[config.mk]
export PLATFORM = sky130hd
export DESIGN_NAME = evsel_top
export DESIGN_NICKNAME = d
export VERILOG_FILES = /design/src/rtl/evsel_pkg.sv /design/src/rtl/evsel_stage_enc.sv /design/src/rtl/evsel_age_pick.sv /design/src/rtl/evsel_target.sv /design/src/rtl/evsel_top.sv
export SDC_FILE = /design/constraint.sdc
export NUM_CORES = 1
export LEC_CHECK = 0
export ABC_AREA = 1
export ABC_CLOCK_PERIOD_IN_PS = 1600
export BUFFER_PORTS_ARGS = -buffer_cell sky130_fd_sc_hd__clkbuf_2
export CAP_MARGIN = 15
export CORE_UTILIZATION = 48
export DETAILED_ROUTE_END_ITERATION = 7
export GPL_ROUTABILITY_DRIVEN = 0
export PLACE_DENSITY_LB_ADDON = 0.15
export SLEW_MARGIN = 25
export SYNTH_ARGS = -nofsm -noshare
export SYNTH_HDL_FRONTEND = slang
export SYNTH_SLANG_ARGS = --single-unit
[constraint.sdc]
create_clock -name clk -period 1.6 [get_ports clk]
set_input_delay 0.16 -clock clk [delete_from_list [all_inputs] [get_ports clk]]
set_output_delay 0.16 -clock clk [all_outputs]
set_load 0.02 [all_outputs]
[src/rtl/evsel_pkg.sv]
package evsel_pkg;
   localparam int NCAUSE = 7;
   localparam int CODE_W = 3;

   typedef enum logic [CODE_W-1:0] {
      EV_RESET  = 3'd0,
      EV_ITLB   = 3'd1,
      EV_IADDR  = 3'd2,
      EV_ILLOP  = 3'd3,
      EV_SCALL  = 3'd4,
      EV_DTLB   = 3'd5,
      EV_DADDR  = 3'd6,
      EV_EXTINT = 3'd7
   } ev_code_e;

   localparam logic [31:0] RST_ADDR_A = 32'h8000_0000;
   localparam logic [31:0] RST_ADDR_B = 32'hA000_0000;

   // per-cause offset from the base register, indexed by cause code
   localparam logic [11:0] CAUSE_OFFS [8] = '{
      12'h000, 12'h050, 12'h008, 12'h010, 12'h100, 12'h060, 12'h018, 12'h000
   };
endpackage

[src/rtl/evsel_stage_enc.sv]
module evsel_stage_enc
   import evsel_pkg::*;
(
   input  logic [NCAUSE-1:0] flags,
   output logic              any,
   output ev_code_e          code
);
   always_comb begin
      any  = |flags;
      code = EV_EXTINT;
      for (int i = NCAUSE - 1; i >= 0; i--) begin
         if (flags[i]) code = ev_code_e'(CODE_W'(i + 1));
      end
   end
endmodule

[src/rtl/evsel_age_pick.sv]
module evsel_age_pick
   import evsel_pkg::*;
#(
   parameter int NUM_STAGES = 3,
   parameter int SW         = 2
) (
   input  logic              any   [NUM_STAGES],
   input  ev_code_e          codes [NUM_STAGES],
   output logic              valid,
   output logic [SW-1:0]     stage,
   output ev_code_e          code
);
   // later iterations override earlier: the deepest stage (oldest) wins
   always_comb begin
      valid = 1'b0;
      stage = '0;
      code  = EV_RESET;
      for (int s = 0; s < NUM_STAGES; s++) begin
         if (any[s]) begin
            valid = 1'b1;
            stage = SW'(s);
            code  = codes[s];
         end
      end
   end
endmodule

[src/rtl/evsel_target.sv]
module evsel_target
   import evsel_pkg::*;
#(
   parameter bit VARIANT_B = 1'b0,
   parameter int ADDR_W    = 32,
   parameter int AVEC_W    = 14
) (
   input  ev_code_e          code,
   input  logic [ADDR_W-1:0] evba,
   input  logic [AVEC_W-1:0] autovec,
   output logic [ADDR_W-1:0] addr
);
   logic [ADDR_W-1:0] rst_addr;

   generate
      if (VARIANT_B) begin : g_var_b
         assign rst_addr = RST_ADDR_B;
      end else begin : g_var_a
         assign rst_addr = RST_ADDR_A;
      end
   endgenerate

   always_comb begin
      unique case (code)
         EV_RESET:  addr = rst_addr;
         EV_EXTINT: addr = evba + ADDR_W'(autovec);
         default:   addr = evba + ADDR_W'(CAUSE_OFFS[code]);
      endcase
   end
endmodule

[src/rtl/evsel_top.sv]
module evsel_top
   import evsel_pkg::*;
#(
   parameter int NUM_STAGES = 3,
   parameter bit VARIANT_B  = 1'b0,
   parameter int ADDR_W     = 32,
   parameter int AVEC_W     = 14,
   localparam int SW        = (NUM_STAGES > 1) ? $clog2(NUM_STAGES) : 1,
   localparam int FLAG_W    = NUM_STAGES * NCAUSE
) (
   input  logic              clk,
   input  logic              rst_n,
   input  logic              rst_req,
   input  logic [FLAG_W-1:0] stage_flags,
   input  logic [ADDR_W-1:0] evba,
   input  logic [AVEC_W-1:0] autovec,
   output logic              redirect,
   output logic [2:0]        ev_code,
   output logic [SW-1:0]     flush_stage,
   output logic [ADDR_W-1:0] target
);
   generate
      if (NUM_STAGES < 1) begin : g_bad_stages
         $error("evsel_top: NUM_STAGES must be at least 1");
      end
      if (ADDR_W != 32) begin : g_bad_addr
         $error("evsel_top: ADDR_W must be 32");
      end
      if (AVEC_W < 1 || AVEC_W > ADDR_W) begin : g_bad_avec
         $error("evsel_top: AVEC_W out of range");
      end
   endgenerate

   logic     st_any  [NUM_STAGES];
   ev_code_e st_code [NUM_STAGES];

   generate
      for (genvar s = 0; s < NUM_STAGES; s++) begin : g_stage
         evsel_stage_enc u_enc (
            .flags (stage_flags[s*NCAUSE +: NCAUSE]),
            .any   (st_any[s]),
            .code  (st_code[s])
         );
      end
   endgenerate

   logic          pick_valid;
   logic [SW-1:0] pick_stage;
   ev_code_e      pick_code;

   evsel_age_pick #(.NUM_STAGES(NUM_STAGES), .SW(SW)) u_age (
      .any   (st_any),
      .codes (st_code),
      .valid (pick_valid),
      .stage (pick_stage),
      .code  (pick_code)
   );

   // reset request overrides everything else
   logic          sel_valid;
   logic [SW-1:0] sel_stage;
   ev_code_e      sel_code;

   always_comb begin
      if (rst_req) begin
         sel_valid = 1'b1;
         sel_stage = SW'(NUM_STAGES - 1);
         sel_code  = EV_RESET;
      end else begin
         sel_valid = pick_valid;
         sel_stage = pick_stage;
         sel_code  = pick_code;
      end
   end

   logic [ADDR_W-1:0] sel_addr;

   evsel_target #(.VARIANT_B(VARIANT_B), .ADDR_W(ADDR_W), .AVEC_W(AVEC_W)) u_tgt (
      .code    (sel_code),
      .evba    (evba),
      .autovec (autovec),
      .addr    (sel_addr)
   );

   always_ff @(posedge clk or negedge rst_n) begin
      if (!rst_n) begin
         redirect    <= 1'b0;
         ev_code     <= '0;
         flush_stage <= '0;
         target      <= '0;
      end else begin
         redirect <= sel_valid;
         if (sel_valid) begin
            ev_code     <= sel_code;
            flush_stage <= sel_stage;
            target      <= sel_addr;
         end
      end
   end
endmodule

==> impl_metrics.env <==
export IMPL_worst_setup_path_type="in -> reg"
export IMPL_ir_drop_mv=0.338
export IMPL_setup_ws_ns=-0.922
export IMPL_cap_violations=0
export IMPL_power_density_nw_per_um2=554
export IMPL_syn_num_nets=677
export IMPL_grt_pass1_vias=4021
export IMPL_die_y_um=87.8
export IMPL_drv_slew=0
export IMPL_synth_seq_area_share=0.269
export IMPL_yosysUniqueCellTypes=30
export IMPL_grt_pass1_wl_mm=17.8
export IMPL_use_met2=0.519
export IMPL_violations="negative setup slack"
export IMPL_cts_made_buffers=5
export IMPL_cts_buffer_depth=2
export IMPL_insertion_delay_ns=0.29
export IMPL_leakage_nw=3.19
export IMPL_fin_crit_sh=1.58
export IMPL_status="finished, violations left"
export IMPL_syn_to_final_growth_pct=54.6
export IMPL_rsz0062_at_grt="yes"
export IMPL_cts_sinks=38
export IMPL_final_common_cell="nand2_1"
export IMPL_core_area_um2=6940
export IMPL_wirelength_mm=11.5
export IMPL_required_ns=1.77
export IMPL_h_tree_depth=2
export IMPL_via_per_inst=5.00
export IMPL_rows=30
export IMPL_num_vias=4330
export IMPL_initial_utilization=0.509
export IMPL_yosys_warnings=0
export IMPL_met1_usage=0.376
export IMPL_dpl_cell_count=835
export IMPL_met3_usage=0.0226
export IMPL_portBuffers=107
export IMPL_cts_tree="done"
export IMPL_ys_seq_elements=38
export IMPL_grt_antenna_before_repair=0
export IMPL_fin_crit_ns=2.52
export IMPL_die_area_um2=7720
export IMPL_worst_pin_slew_ns=0.492
export IMPL_cp_max_fo=7
export IMPL_fmax_mhz=397
export IMPL_hold_viol=0
export IMPL_syn_area_um2=3540
export IMPL_wl_per_cell_um=13.3
export IMPL_synthCells=591
export IMPL_relSlewSlack=0.672
export IMPL_fin_nets=855
export IMPL_fin_setup_tns_ns=-23.18
export IMPL_hold_slack_ns=0.206
export IMPL_antenna_cells=0
export IMPL_cts_clk_slew_worst_paths_ns=0.08
export IMPL_mostFrequentLayoutCells="nand2_1, clkbuf_2, inv_1"
export IMPL_num_io_pins=108
export IMPL_detail_route_antenna_nets=0
export IMPL_dpl_hpwl_mm=7.98
export IMPL_setup_viol=31
export IMPL_first_pass_iters=7
export IMPL_arrival_ns=2.70
export IMPL_startpoint_type="input port"
export IMPL_drc=0
export IMPL_clock_skew_ns=0
export IMPL_die_w_um=87.8
export IMPL_grt_util_all_layers=0.290
export IMPL_grt_ovfl_total=0
export IMPL_drive_gt1_frac=0.422
export IMPL_busiest_layer="met2"
export IMPL_grt_start_max_net_pins=39
export IMPL_drt_iter0_drc=273
export IMPL_cp_end_kind="register"
export IMPL_root_buffer="clkbuf_8"
export IMPL_syn_area_per_cell_um2=5.99
export IMPL_final_cells=866
export IMPL_min_path_type="in -> reg"
## area by class of cell
class	count	area, µm²
clock buffer	5	68.8
clock inverter	3	68.8
fill	517	1480
inverter	107	402
multi-input combinational	440	2740
sequential	38	951
tap	96	120
timing repair buffer	177	1110
## final timing paths
check                               start              to  slack (ns)  depth (start not counted)
max                        stage_flags[4]      target[24]       -0.92                         24
min                               evba[0]       target[0]        0.21                          4
max reg2reg                flush_stage[0]  flush_stage[0]        0.91                          2
min reg2reg                     target[4]       target[4]        0.47                          2
max in group asynchronous           rst_n       target[4]        0.80                          3
min in group asynchronous           rst_n      target[28]        0.45                          3
## cells by family (layout without fill, tap and decap cells)
group / after synthesis / in the layout / share of synthesized area
flops: 38 / 38 / 0.269
buf+inv: 114 / 292 / 0.133
simple gates: 388 / 389 / 0.471
fa+ha+maj: 16 / 16 / 0.0587
compound gates: 20 / 20 / 0.0315
xor+xnor: 15 / 15 / 0.0371
## metrics by stage
| stage | utilization | setup slack [ns] | area [µm²] | total power, W |
|---|---|---|---|---|
| finish | 0.788 | -0.922 | 5470 | 0.00303 |
| global route | 0.788 | -1.09 | 5470 | 0.00317 |
| CTS | 0.736 | -0.782 | 5110 | 0.00296 |
| detailed placement | 0.661 | -1.24 | 4590 | 0.00189 |
| global placement | 0.661 | -1.17 | 4590 | 0.00187 |
| floorplan | - | -0.985 | 3630 | 0.00153 |
## Yosys cell counts (all sizes together)
library cell,n,area (µm²)
or2,1,6.26
buf,7,67.6
o21bai,2,15.0
a21boi,1,7.51
nand3b,10,75.1
o21ai,4,20.0
nand3,36,203
nor3,8,45.0
a21oi,13,68.8
xnor2,4,35.0
fa,1,20.0
ha,15,188
dfrtp,38,951
nor2,48,218
nor4,2,12.5
and2,1,6.26
nand4,5,31.3
xor2,11,96.3
inv,107,402
nand2,277,1070
## registers in the layout, summed over array words and instances, names as in the netlist
register / flops
redirect: 1
target: 32
flush_stage: 2
ev_code: 3
## worst max-delay path: stages
cell and delay (ns):
clkbuf_2 0.11, nor2_4 0.12, nand2_1 0.07, nand2_1 0.06, nand2_1 0.06, nand2_1 0.05
nand2_1 0.06, nand2_2 0.08, nand2_4 0.06, nor2_4 0.15, nand2_4 0.09, buf_8 0.16
nor2_2 0.13, ha_4 0.23, nand2_1 0.14, inv_1 0.07, a21oi_1 0.28, o21ai_0 0.18
nand2_1 0.11, nand3b_1 0.08, nand2_1 0.08, inv_1 0.04, nand2_1 0.06, nand2_1 0.07
## timing repair
item,in CTS,in global routing
endpoints found under the hold margin,38,0
setup buffers,12,9
endpoints found under the setup margin,31,32
hold buffers,1,0
pin swaps,20,41
gates resized for setup,61,71
gates cloned,1,0
## routing by layer
layer | wire length, µm | vias to the layer above
met2 | 5850 | 186
met3 | 552 | 24
met5 | 0 | -
met1 | 4860 | 1978
li1 | - | 2142
met4 | 248 | 0
## power breakdown
part	total [W]	internal (W)	switching, W
logic	0.000962	0.000391	0.000571
clock network	0.000989	0.000625	0.000364
registers	0.00108	0.00103	0.0000434
Power figures use the tool's default switching activity.
